===== config.mk =====
export PLATFORM = sky130hd
export DESIGN_NAME = irq_status_ctrl
export DESIGN_NICKNAME = d
export VERILOG_FILES = /design/src/rtl/irq_status_pkg.sv /design/src/rtl/irq_flag_bank.sv /design/src/rtl/irq_ctrl_reg.sv /design/src/rtl/irq_req_gate.sv /design/src/rtl/irq_status_ctrl.sv
export SDC_FILE = /design/constraint.sdc
export NUM_CORES = 1
export LEC_CHECK = 0
export ABC_AREA = 1
export ABC_CLOCK_PERIOD_IN_PS = 1110
export CAP_MARGIN = 20
export CORE_ASPECT_RATIO = 2
export CORE_MARGIN = 3
export CORE_UTILIZATION = 31
export CTS_BUF_LIST = sky130_fd_sc_hd__clkbuf_16
export CTS_CLUSTER_SIZE = 25
export DETAILED_ROUTE_END_ITERATION = 12
export MAX_ROUTING_LAYER = met4
export PLACE_DENSITY_LB_ADDON = 0.12
export SLEW_MARGIN = 20
export SYNTH_ARGS = -nofsm -noshare
export SYNTH_HDL_FRONTEND = slang
export SYNTH_SLANG_ARGS = --single-unit
export TNS_END_PERCENT = 100

===== constraint.sdc =====
create_clock -name clk -period 1.11 [get_ports clk]
set_input_delay 0.2775 -clock clk [delete_from_list [all_inputs] [get_ports clk]]
set_output_delay 0.2775 -clock clk [all_outputs]
set_load 0.03 [all_outputs]

===== src/rtl/irq_status_pkg.sv =====
package irq_status_pkg;
  localparam int NUM_SRC     = 6;
  localparam int DATA_W      = 32;
  localparam int CTRL_MASTER = 0;
  localparam int CTRL_FORCE  = 1;
  localparam int CTRL_EN_LSB = 2;
  localparam int CTRL_W      = CTRL_EN_LSB + NUM_SRC;
  localparam int SRC_RD_DONE = 0;
  localparam int SRC_WR_DONE = 1;
  localparam int SRC_RD_ERR  = 2;
  localparam int SRC_WR_ERR  = 3;
  localparam int SRC_LOCAL   = 4;
  localparam int SRC_EXT     = 5;
  localparam logic ADDR_CTRL = 1'b0;
  localparam logic ADDR_STAT = 1'b1;
endpackage


===== src/rtl/irq_flag_bank.sv =====
module irq_flag_bank #(
  parameter int N = 6
) (
  input  logic         clk,
  input  logic         rst,
  input  logic [N-1:0] set_i,
  input  logic [N-1:0] clr_i,
  output logic [N-1:0] flag_o
);
  for (genvar i = 0; i < N; i++) begin : g_flag
    logic flag_q;
    always_ff @(posedge clk) begin
      if (rst) flag_q <= 1'b0;
      else     flag_q <= (flag_q & ~clr_i[i]) | set_i[i];
    end
    assign flag_o[i] = flag_q;

    assert_set_wins_R5: assert property (@(posedge clk) disable iff (rst)
      set_i[i] |=> flag_q);
    assert_clear_R4: assert property (@(posedge clk) disable iff (rst)
      (clr_i[i] && !set_i[i]) |=> !flag_q);
    assert_sticky_R3: assert property (@(posedge clk) disable iff (rst)
      (flag_q && !clr_i[i]) |=> flag_q);
  end
endmodule


===== src/rtl/irq_ctrl_reg.sv =====
module irq_ctrl_reg #(
  parameter int W = 8
) (
  input  logic         clk,
  input  logic         rst,
  input  logic         we_i,
  input  logic [W-1:0] d_i,
  output logic [W-1:0] q_o
);
  logic [W-1:0] ctrl_q;
  always_ff @(posedge clk) begin
    if (rst)       ctrl_q <= '0;
    else if (we_i) ctrl_q <= d_i;
  end
  assign q_o = ctrl_q;

  assert_hold_R10: assert property (@(posedge clk) disable iff (rst)
    !we_i |=> $stable(ctrl_q));
endmodule


===== src/rtl/irq_req_gate.sv =====
module irq_req_gate #(
  parameter int N = 6
) (
  input  logic         clk,
  input  logic         rst,
  input  logic         master_i,
  input  logic         force_i,
  input  logic [N-1:0] flag_i,
  input  logic [N-1:0] en_i,
  output logic         irq_o
);
  logic irq_q;
  logic any_src;
  always_comb any_src = |(flag_i & en_i);
  always_ff @(posedge clk) begin
    if (rst) irq_q <= 1'b0;
    else     irq_q <= master_i & (force_i | any_src);
  end
  assign irq_o = irq_q;

  assert_master_gate_R1: assert property (@(posedge clk) disable iff (rst)
    !master_i |=> !irq_q);
  assert_force_R2: assert property (@(posedge clk) disable iff (rst)
    (master_i && force_i) |=> irq_q);
  assert_no_cause_R8: assert property (@(posedge clk) disable iff (rst)
    (flag_i == '0 && !force_i) |=> !irq_q);
  assert_reset_R9: assert property (@(posedge clk) rst |=> !irq_q);
endmodule


===== src/rtl/irq_status_ctrl.sv =====
module irq_status_ctrl
  import irq_status_pkg::*;
(
  input  logic              clk,
  input  logic              rst,
  input  logic              ev_rd_done,
  input  logic              ev_wr_done,
  input  logic              ev_rd_err,
  input  logic              ev_wr_err,
  input  logic              ev_local,
  input  logic              ev_ext,
  input  logic              wr_en,
  input  logic              wr_addr,
  input  logic [DATA_W-1:0] wr_data,
  input  logic              rd_addr,
  output logic [DATA_W-1:0] rd_data,
  output logic              irq_o
);
  logic [NUM_SRC-1:0] ev_vec;
  logic [NUM_SRC-1:0] clr_vec;
  logic [NUM_SRC-1:0] flags;
  logic [CTRL_W-1:0]  ctrl;
  logic               ctrl_we;
  logic               irq_q;
  logic               unused_wr_hi;

  always_comb begin
    ev_vec              = '0;
    ev_vec[SRC_RD_DONE] = ev_rd_done;
    ev_vec[SRC_WR_DONE] = ev_wr_done;
    ev_vec[SRC_RD_ERR]  = ev_rd_err;
    ev_vec[SRC_WR_ERR]  = ev_wr_err;
    ev_vec[SRC_LOCAL]   = ev_local;
    ev_vec[SRC_EXT]     = ev_ext;
  end

  assign ctrl_we      = wr_en && (wr_addr == ADDR_CTRL);
  assign clr_vec      = (wr_en && (wr_addr == ADDR_STAT)) ? wr_data[NUM_SRC-1:0] : '0;
  assign unused_wr_hi = ^wr_data[DATA_W-1:CTRL_W];

  irq_flag_bank #(.N(NUM_SRC)) u_flags (
    .clk(clk), .rst(rst), .set_i(ev_vec), .clr_i(clr_vec), .flag_o(flags)
  );

  irq_ctrl_reg #(.W(CTRL_W)) u_ctrl (
    .clk(clk), .rst(rst), .we_i(ctrl_we), .d_i(wr_data[CTRL_W-1:0]), .q_o(ctrl)
  );

  irq_req_gate #(.N(NUM_SRC)) u_gate (
    .clk(clk), .rst(rst),
    .master_i(ctrl[CTRL_MASTER]), .force_i(ctrl[CTRL_FORCE]),
    .flag_i(flags), .en_i(ctrl[CTRL_EN_LSB +: NUM_SRC]),
    .irq_o(irq_q)
  );

  always_comb begin
    rd_data = '0;
    if (rd_addr == ADDR_CTRL) begin
      rd_data[CTRL_W-1:0] = ctrl;
    end else begin
      rd_data[NUM_SRC-1:0] = flags;
      rd_data[DATA_W-1]    = irq_q;
    end
  end

  assign irq_o = irq_q;

  assert_reset_flags_R9: assert property (@(posedge clk) rst |=> (flags == '0 && ctrl == '0));
  assert_enable_R7: assert property (@(posedge clk) disable iff (rst)
    (!ctrl[CTRL_FORCE] && (flags & ctrl[CTRL_EN_LSB +: NUM_SRC]) == '0) |=> !irq_q);
endmodule


======== Word level (Yosys, flattened, before mapping) ========
Index checks and enable logic that the tools add are counted.
word-level totals
  bits in registers ....................... 15
  input bits .............................. 43
  output and inout port bits .............. 33
operators by class
  muxes and demuxes ....................... 4
  bitwise operators ....................... 22
  reduce and logical (&&, ||, !) cells .... 3
operators by type and width
  operator            number
  6-bit 2-to-1 mux    2
  1-bit AND           7
  1-bit NOT           7
  1-bit OR            7
  6-bit AND           1
  6-bit OR reduction  1
  1-bit logical AND   2
  2-bit 2-to-1 mux    1
  1-bit 2-to-1 mux    1

======== Logic depth before layout (Yosys ltp) ========
Gate-level depths: netlist of the first run.
  depth after elaboration ................. 5
  gate-level depth with buffers ........... 5
  gate-level depth less buffers ........... 5

======== By module ========
From an unflattened synthesis of the first run, not the netlist that was laid out.
unflattened totals
  cell total of the unflattened synthesis .. 169
  area, all modules ....................... 1026.0 um^2
by module, submodules not included
  module           times used  cells an instance  area each (um^2)  sequential area each (um^2)
  irq_ctrl_reg     1           51                 341.6             160.2
  irq_status_ctrl  1           65                 340.3             0.0
  irq_flag_bank    1           36                 262.8             120.1
  irq_req_gate     1           17                 81.3              20.0

======== Worst setup path before layout of the first run ========
OpenSTA, ideal clock, no wires.
  path type ............................... input to output
  start ................................... input port rd_addr
  end ..................................... output port rd_data[0]
  data arrival time ....................... 1.138 ns
  required time ........................... 0.832 ns
  path slack .............................. -0.305 ns
  stages on the path ...................... 2
  buffers on the path ..................... 1
  path through ............................ buf_2 o21ai_0
on the way
  cells in the longest elaborated chain, start to end .. 1
ends and longest elaborated chain
  what              RTL line               source
  start, declared   irq_status_ctrl.sv:15  input logic rd_addr,
  6-bit 2-to-1 mux  irq_status_ctrl.sv:58  if (rd_addr == ADDR_CTRL) begin
  end, declared     irq_status_ctrl.sv:16  output logic [DATA_W-1:0] rd_data,
No other way between the ends.

======== Worst setup path after layout of the first run ========
  start ................................... register u_ctrl.ctrl_q[3] (netlist: u_ctrl.q_o[3])
  end ..................................... output port rd_data[3]
on the way
  cells in the longest elaborated chain, start to end .. 1
ends and longest elaborated chain
  what                    RTL line               source
  start, declared         irq_ctrl_reg.sv:10     logic [W-1:0] ctrl_q;
  start signal, assigned  irq_ctrl_reg.sv:13     else if (we_i) ctrl_q <= d_i;
  6-bit 2-to-1 mux        irq_status_ctrl.sv:58
No other way between the ends.

==> impl_metrics.tcl, run 1 <==
set metrics [dict create \
    status "complete, but fails checks" \
    violations "setup timing" \
    hold_violations 0 \
    multi_input_area_sq_um 438 \
    drive_gt1_share_pct 38.0 \
    pin_count 76 \
    grt_pass1_vias 790 \
    start_kind "flop" \
    slew_violations 0 \
    routed_wl_mm 2.13 \
    rows 26 \
    grt-ovfl-total 0 \
    die_area_sq_um 3440 \
    fin_ws_ps -129 \
    crit_slowest_cell "dfxtp_2" \
    cts_sinks 15 \
    cts-htree-levels 1 \
    fin_util_pct 52.9 \
    core_area_sq_um 2570 \
    hpwl_mm 1.73 \
    crit_path_end_kind "primary output" \
    yosysSeqAreaShare_pct 35.4 \
    syn_inst 117 \
    avgViaCountPerCell 4.23 \
    cp_num_buf_inv 1 \
    port_buffers 28 \
    clock_path_buffers 2 \
    worstSkewPairLatency_ps 240 \
    worstPathRequired_ps 830 \
    place_congestion 0.764 \
    dr.pass1.iters 3 \
    wire_per_inst_um 11.0 \
    start_util_pct 33.0 \
    holdCritPathClass "reg -> reg" \
    slowest_delay_ps 310 \
    worstPathArrival_ps 960 \
    grt_max_degree 10 \
    synth_cell_types 15 \
    fp.dieH_um 80.0 \
    nFillCells 276 \
    crit_family "flip-flops" \
    rsz0062_at_grt "true" \
    netlist_area_sq_um 848 \
    cp_max_fo 2 \
    cap_viol_max_count 0 \
    fin_crit_ps 1240 \
    routed-via-count 820 \
    grt_pass1_wl_mm 3.31 \
    postSynthAreaPerCell_sq_um 7.25 \
    ff_latch_area_sq_um 314 \
    antenna_left 0 \
    leakage_uw 0.000669 \
    antenna_found_initial 0 \
    grt_usage_pct 13.3 \
    peakVddDrop_mv 0.910 \
    drc 0 \
    ys_ff_latch 15 \
    dieWidth_um 43.0 \
    antennaDiodeCount 0 \
    final_nets 210 \
    drt_iter0_markers 12 \
    ctsHoldBuffers 0 \
    area_growth_pct 60.3 \
    synth_warnings 0 \
    fin_crit_sh_pct 112 \
    finalClockSkew_ps 0.786 \
    setup_violations 8 \
    fin_tns_setup_ps -632 \
    crit_type "reg -> out" \
    power_density_nw_per_um2 1260 \
    cts_buffers 3 \
    cts_tree "built" \
    fmax_ghz 0.807 \
    clk_pin_slew_ps 50 \
    cts-root-buf "clkbuf_16" \
    crit_chain "mux2_4 -> buf_6" \
]
==> repair_timing <==
item / 4_1_cts / 5_1_grt
setup endpoints to repair: 12 / 13
resized for setup: 52 / 15
pin swaps: 2 / 4
setup buffers: 2 / 1
==> worst paths after layout <==
kind	cells past startpoint	slack (ps)	from	end
worst max-delay path	2	-130	u_ctrl.q_o[3]	rd_data[3]
worst min-delay path	2	460	u_ctrl.q_o[1]	u_ctrl.q_o[1]
worst max register to register	5	270	u_flags.g_flag[2].flag_q	u_gate.irq_o
worst min register to register	2	460	u_ctrl.q_o[1]	u_ctrl.q_o[1]
==> area by class of cell <==
| cell class | instances | area share, % |
|---|---|---|
| clock buffer | 3 | 5.52 |
| clock inverter | 1 | 0.276 |
| inverter | 8 | 2.39 |
| multi-input combinational | 90 | 32.2 |
| sequential | 15 | 23.1 |
| tap | 28 | 2.58 |
| timing repair buffer | 49 | 33.9 |
==> per-stage QoR <==
step	cell area, sq um	power [uW]	hold slack [ps]	worst slack (ps)	cells
floorplan	931	886	347	-74.4	139
global placement	1180	999	452	-1090	187
finish	1360	1720	464	-129	194
detailed placement	1180	1000	457	-1100	187
global route	1360	1780	475	-157	194
CTS	1320	1720	466	-133	193
==> worst reg2reg max path, cell delays in order (launching register included) <==
cell	delay, ps
dfxtp_2	310
buf_4	130
nand2_1	60
inv_1	40
nor2_1	100
a21oi_1	80
==> routing by layer <==
metal / global-route usage (%) / part of all wire, %
met1: 12.3 / 35
met2: 24.5 / 56
met3: 2.03 / 6.1
met4: 8.16 / 2.9
met5: - / 0
==> logic make-up after synthesis <==
group                  count (synthesis)  share of synthesized area, %
AO/OA/AOI/OAI                         17                          10.0
AND/OR/NAND/NOR                       46                          22.4
flip-flops                            15                          35.4
other                                  1                         0.442
multiplexers                           4                          5.31
buffers and inverters                 34                          26.4
==> synthesized netlist by cell type (all sizes together) <==
master / count / area share [%]
o21ai: 2 / 1.2
nor2: 10 / 4.4
dfxtp: 15 / 35
or2: 1 / 0.74
nand3: 6 / 3.5
conb: 1 / 0.44
inv: 8 / 3.5
a21oi: 15 / 8.8
buf: 26 / 23
mux2: 4 / 5.3
nand2: 29 / 14
==> placed cells by master (no fill, tap or decap) <==
cell             instances
nand2_1                 28
conb_1                  23
buf_4                   21
clkdlybuf4s50_1         15
a21oi_1                 14
dfxtp_2                 11
buf_6                   10
nor2_1                   8
nand3_1                  6
inv_2                    5
mux2_4                   4
dfxtp_1                  4
inv_1                    3
clkbuf_16                3
o21ai_2                  2
nor2_2                   2
a21oi_2                  1
or2_2                    1
nand2_4                  1
inv_4                    1
dlymetal6s2s_1           1
dlygate4sd2_1            1
buf_12                   1
==> power breakdown <==
group	total [uW]	internal [uW]	switching [uW]
registers	592	574	18.1
logic	440	189	251
clock network	687	476	211
==> state kept, by name (all words and copies together), names as in the netlist <==
register	flops
u_ctrl.q_o	8
u_flags.g_flag.flag_q	6
u_gate.irq_o	1
Note: power is estimated with default switching activity, not from simulation.
==> run 2: changes to the inputs <==
- GPL_TIMING_DRIVEN: unset -> 0
- PLACE_DENSITY: unset -> 0.92
- PLACE_DENSITY_LB_ADDON: 0.12 -> unset
==> impl_metrics.tcl, run 2 (same netlist as run 1, synthesis figures left out) <==
set metrics [dict create \
    rr_worst_depth 5 \
    grt_pass1_vias 889 \
    reg2reg_from "u_ctrl.q_o[6]" \
    crit_chain "mux2_2 -> buf_6" \
    rsz0062_at_grt "true" \
    pin_count 76 \
    slowest_delay_ps 320 \
    clk_pin_slew_ps 50 \
    post-place-cells 194 \
    fin_ws_ps -158 \
    routed-via-count 933 \
    wire_per_inst_um 13.0 \
    antenna_left 0 \
    routed_wl_mm 2.69 \
    worstHoldStart "rst" \
    power_density_nw_per_um2 1220 \
    status "complete, but fails checks" \
    total_power_uw 1760 \
    slew_violations 0 \
    reg2reg_slack_ps 180 \
    final_area_sq_um 1440 \
    cts_tree "built" \
    antenna_found_initial 0 \
    layout.cells.non_filler 207 \
    clock_path_buffers 2 \
    final_cell_mix "buf_4 (33), nand2_1 (27), conb_1 (23)" \
    area_growth_pct 69.2 \
    finalClockSkew_ps 3.32 \
    post-place-ws_ps -1110 \
    largest_register_ffs 8 \
    grt_pass1_wl_mm 3.97 \
    cts_buffers 3 \
    rows 26 \
    holdCritPathClass "in -> reg" \
    cp_num_buf_inv 1 \
    core_area_sq_um 2570 \
    worstSkewPairLatency_ps 240 \
    crit_path_end_kind "primary output" \
    die_area_sq_um 3440 \
    leakage_uw 0.000736 \
    r2r_end "u_gate.irq_o" \
    drive_gt1_share_pct 45.3 \
    place_area_sq_um 1240 \
    worstPathRequired_ps 830 \
    peakVddDrop_mv 0.669 \
    place_congestion 0.815 \
    start_kind "flop" \
    cp_max_fo 3 \
    worstPathArrival_ps 990 \
    crit_type "reg -> out" \
    min_path_cells 2 \
    port_buffers 27 \
    drc 0 \
    grt_max_degree 11 \
    cap_viol_max_count 0 \
    avgViaCountPerCell 4.51 \
    mostFrequentLayoutCell "buf_4" \
    grt_usage_pct 15.9 \
    fp.dieH_um 80.0 \
    setup_violations 8 \
    cts_sinks 15 \
    cts-root-buf "clkbuf_16" \
    dr.pass1.iters 4 \
    fin_crit_sh_pct 114 \
    final_nets 223 \
    crit_slowest_cell "dfxtp_2" \
    cts-htree-levels 1 \
    crit_family "flip-flops" \
    violations "setup timing" \
    min_to "u_ctrl.q_o[7]" \
    hold_violations 0 \
    antennaDiodeCount 0 \
    hpwl_mm 1.69 \
    grt-ovfl-total 0 \
    fin_crit_ps 1270 \
    fmax_ghz 0.789 \
    dieWidth_um 43.0 \
    start_util_pct 33.0 \
    drt_iter0_markers 34 \
]
-- run 2: where the power goes --
group	switching (uW)	internal [uW]
Sequential	20.9	576
Clock	209	476
Combinational	262	212
-- run 2: worst register-to-register path, delay by kind of cell, from the launching register on --
family,cells,cell delay (ps)
AND/OR/NAND/NOR,3,290
buffers and inverters,1,130
flip-flops,1,320
AO/OA/AOI/OAI,1,70
-- run 2: layout make-up --
type / count / area [sq um]
fillers: 201 / 1130
multi-input cells: 90 / 429
repair buffers: 36 / 340
flip-flops and latches: 15 / 319
plain buffers: 26 / 203
clock buffers: 3 / 75.1
well taps: 28 / 35.0
inverters: 8 / 30.0
clock inverters: 1 / 3.75
-- run 2: what timing repair did --
action | CTS | global route
pin swaps | 1 | 3
gates resized for setup | 90 | 16
buffers inserted | 7 | 1
gates cloned | 1 | 0
endpoints found under the setup margin | 21 | 20
hold buffers | 0 | 0
hold endpoints to repair | 0 | 0
-- run 2: metal layers --
layer / vias up / track usage (%) / share of wire [%]
met5: - / - / 0
met4: 0 / 10.6 / 4.4
met3: 11 / 4.06 / 9.2
met2: 54 / 28.8 / 53
met1: 422 / 13.9 / 33
li1: 446 / - / -
-- run 2: how the worst max path moves through the flow --
stage            endpoint  cells after the start                      from  slack, ps
2_1_floorplan  rd_data[0]                      2                   rd_addr        -70
3_3_place_gp   rd_data[5]                      4                   rd_addr      -1110
3_5_place_dp   rd_data[4]                      4                   rd_addr      -1110
4_1_cts        rd_data[4]                      2             u_ctrl.q_o[4]       -150
6_report       rd_data[4]                      2  u_flags.g_flag[4].flag_q       -160
5_1_grt        rd_data[4]                      2  u_flags.g_flag[4].flag_q       -170
-- run 2: metrics by stage --
stage | hold WS, ps | util [%] | setup TNS [ps]
final | 364 | 55.8 | -748
after global routing | 392 | 55.8 | -950
after CTS | 386 | 54.3 | -687
after detailed placement | 457 | 48.1 | -13430
after global placement | 452 | 48.1 | -13320
after floorplan | 347 | - | -316
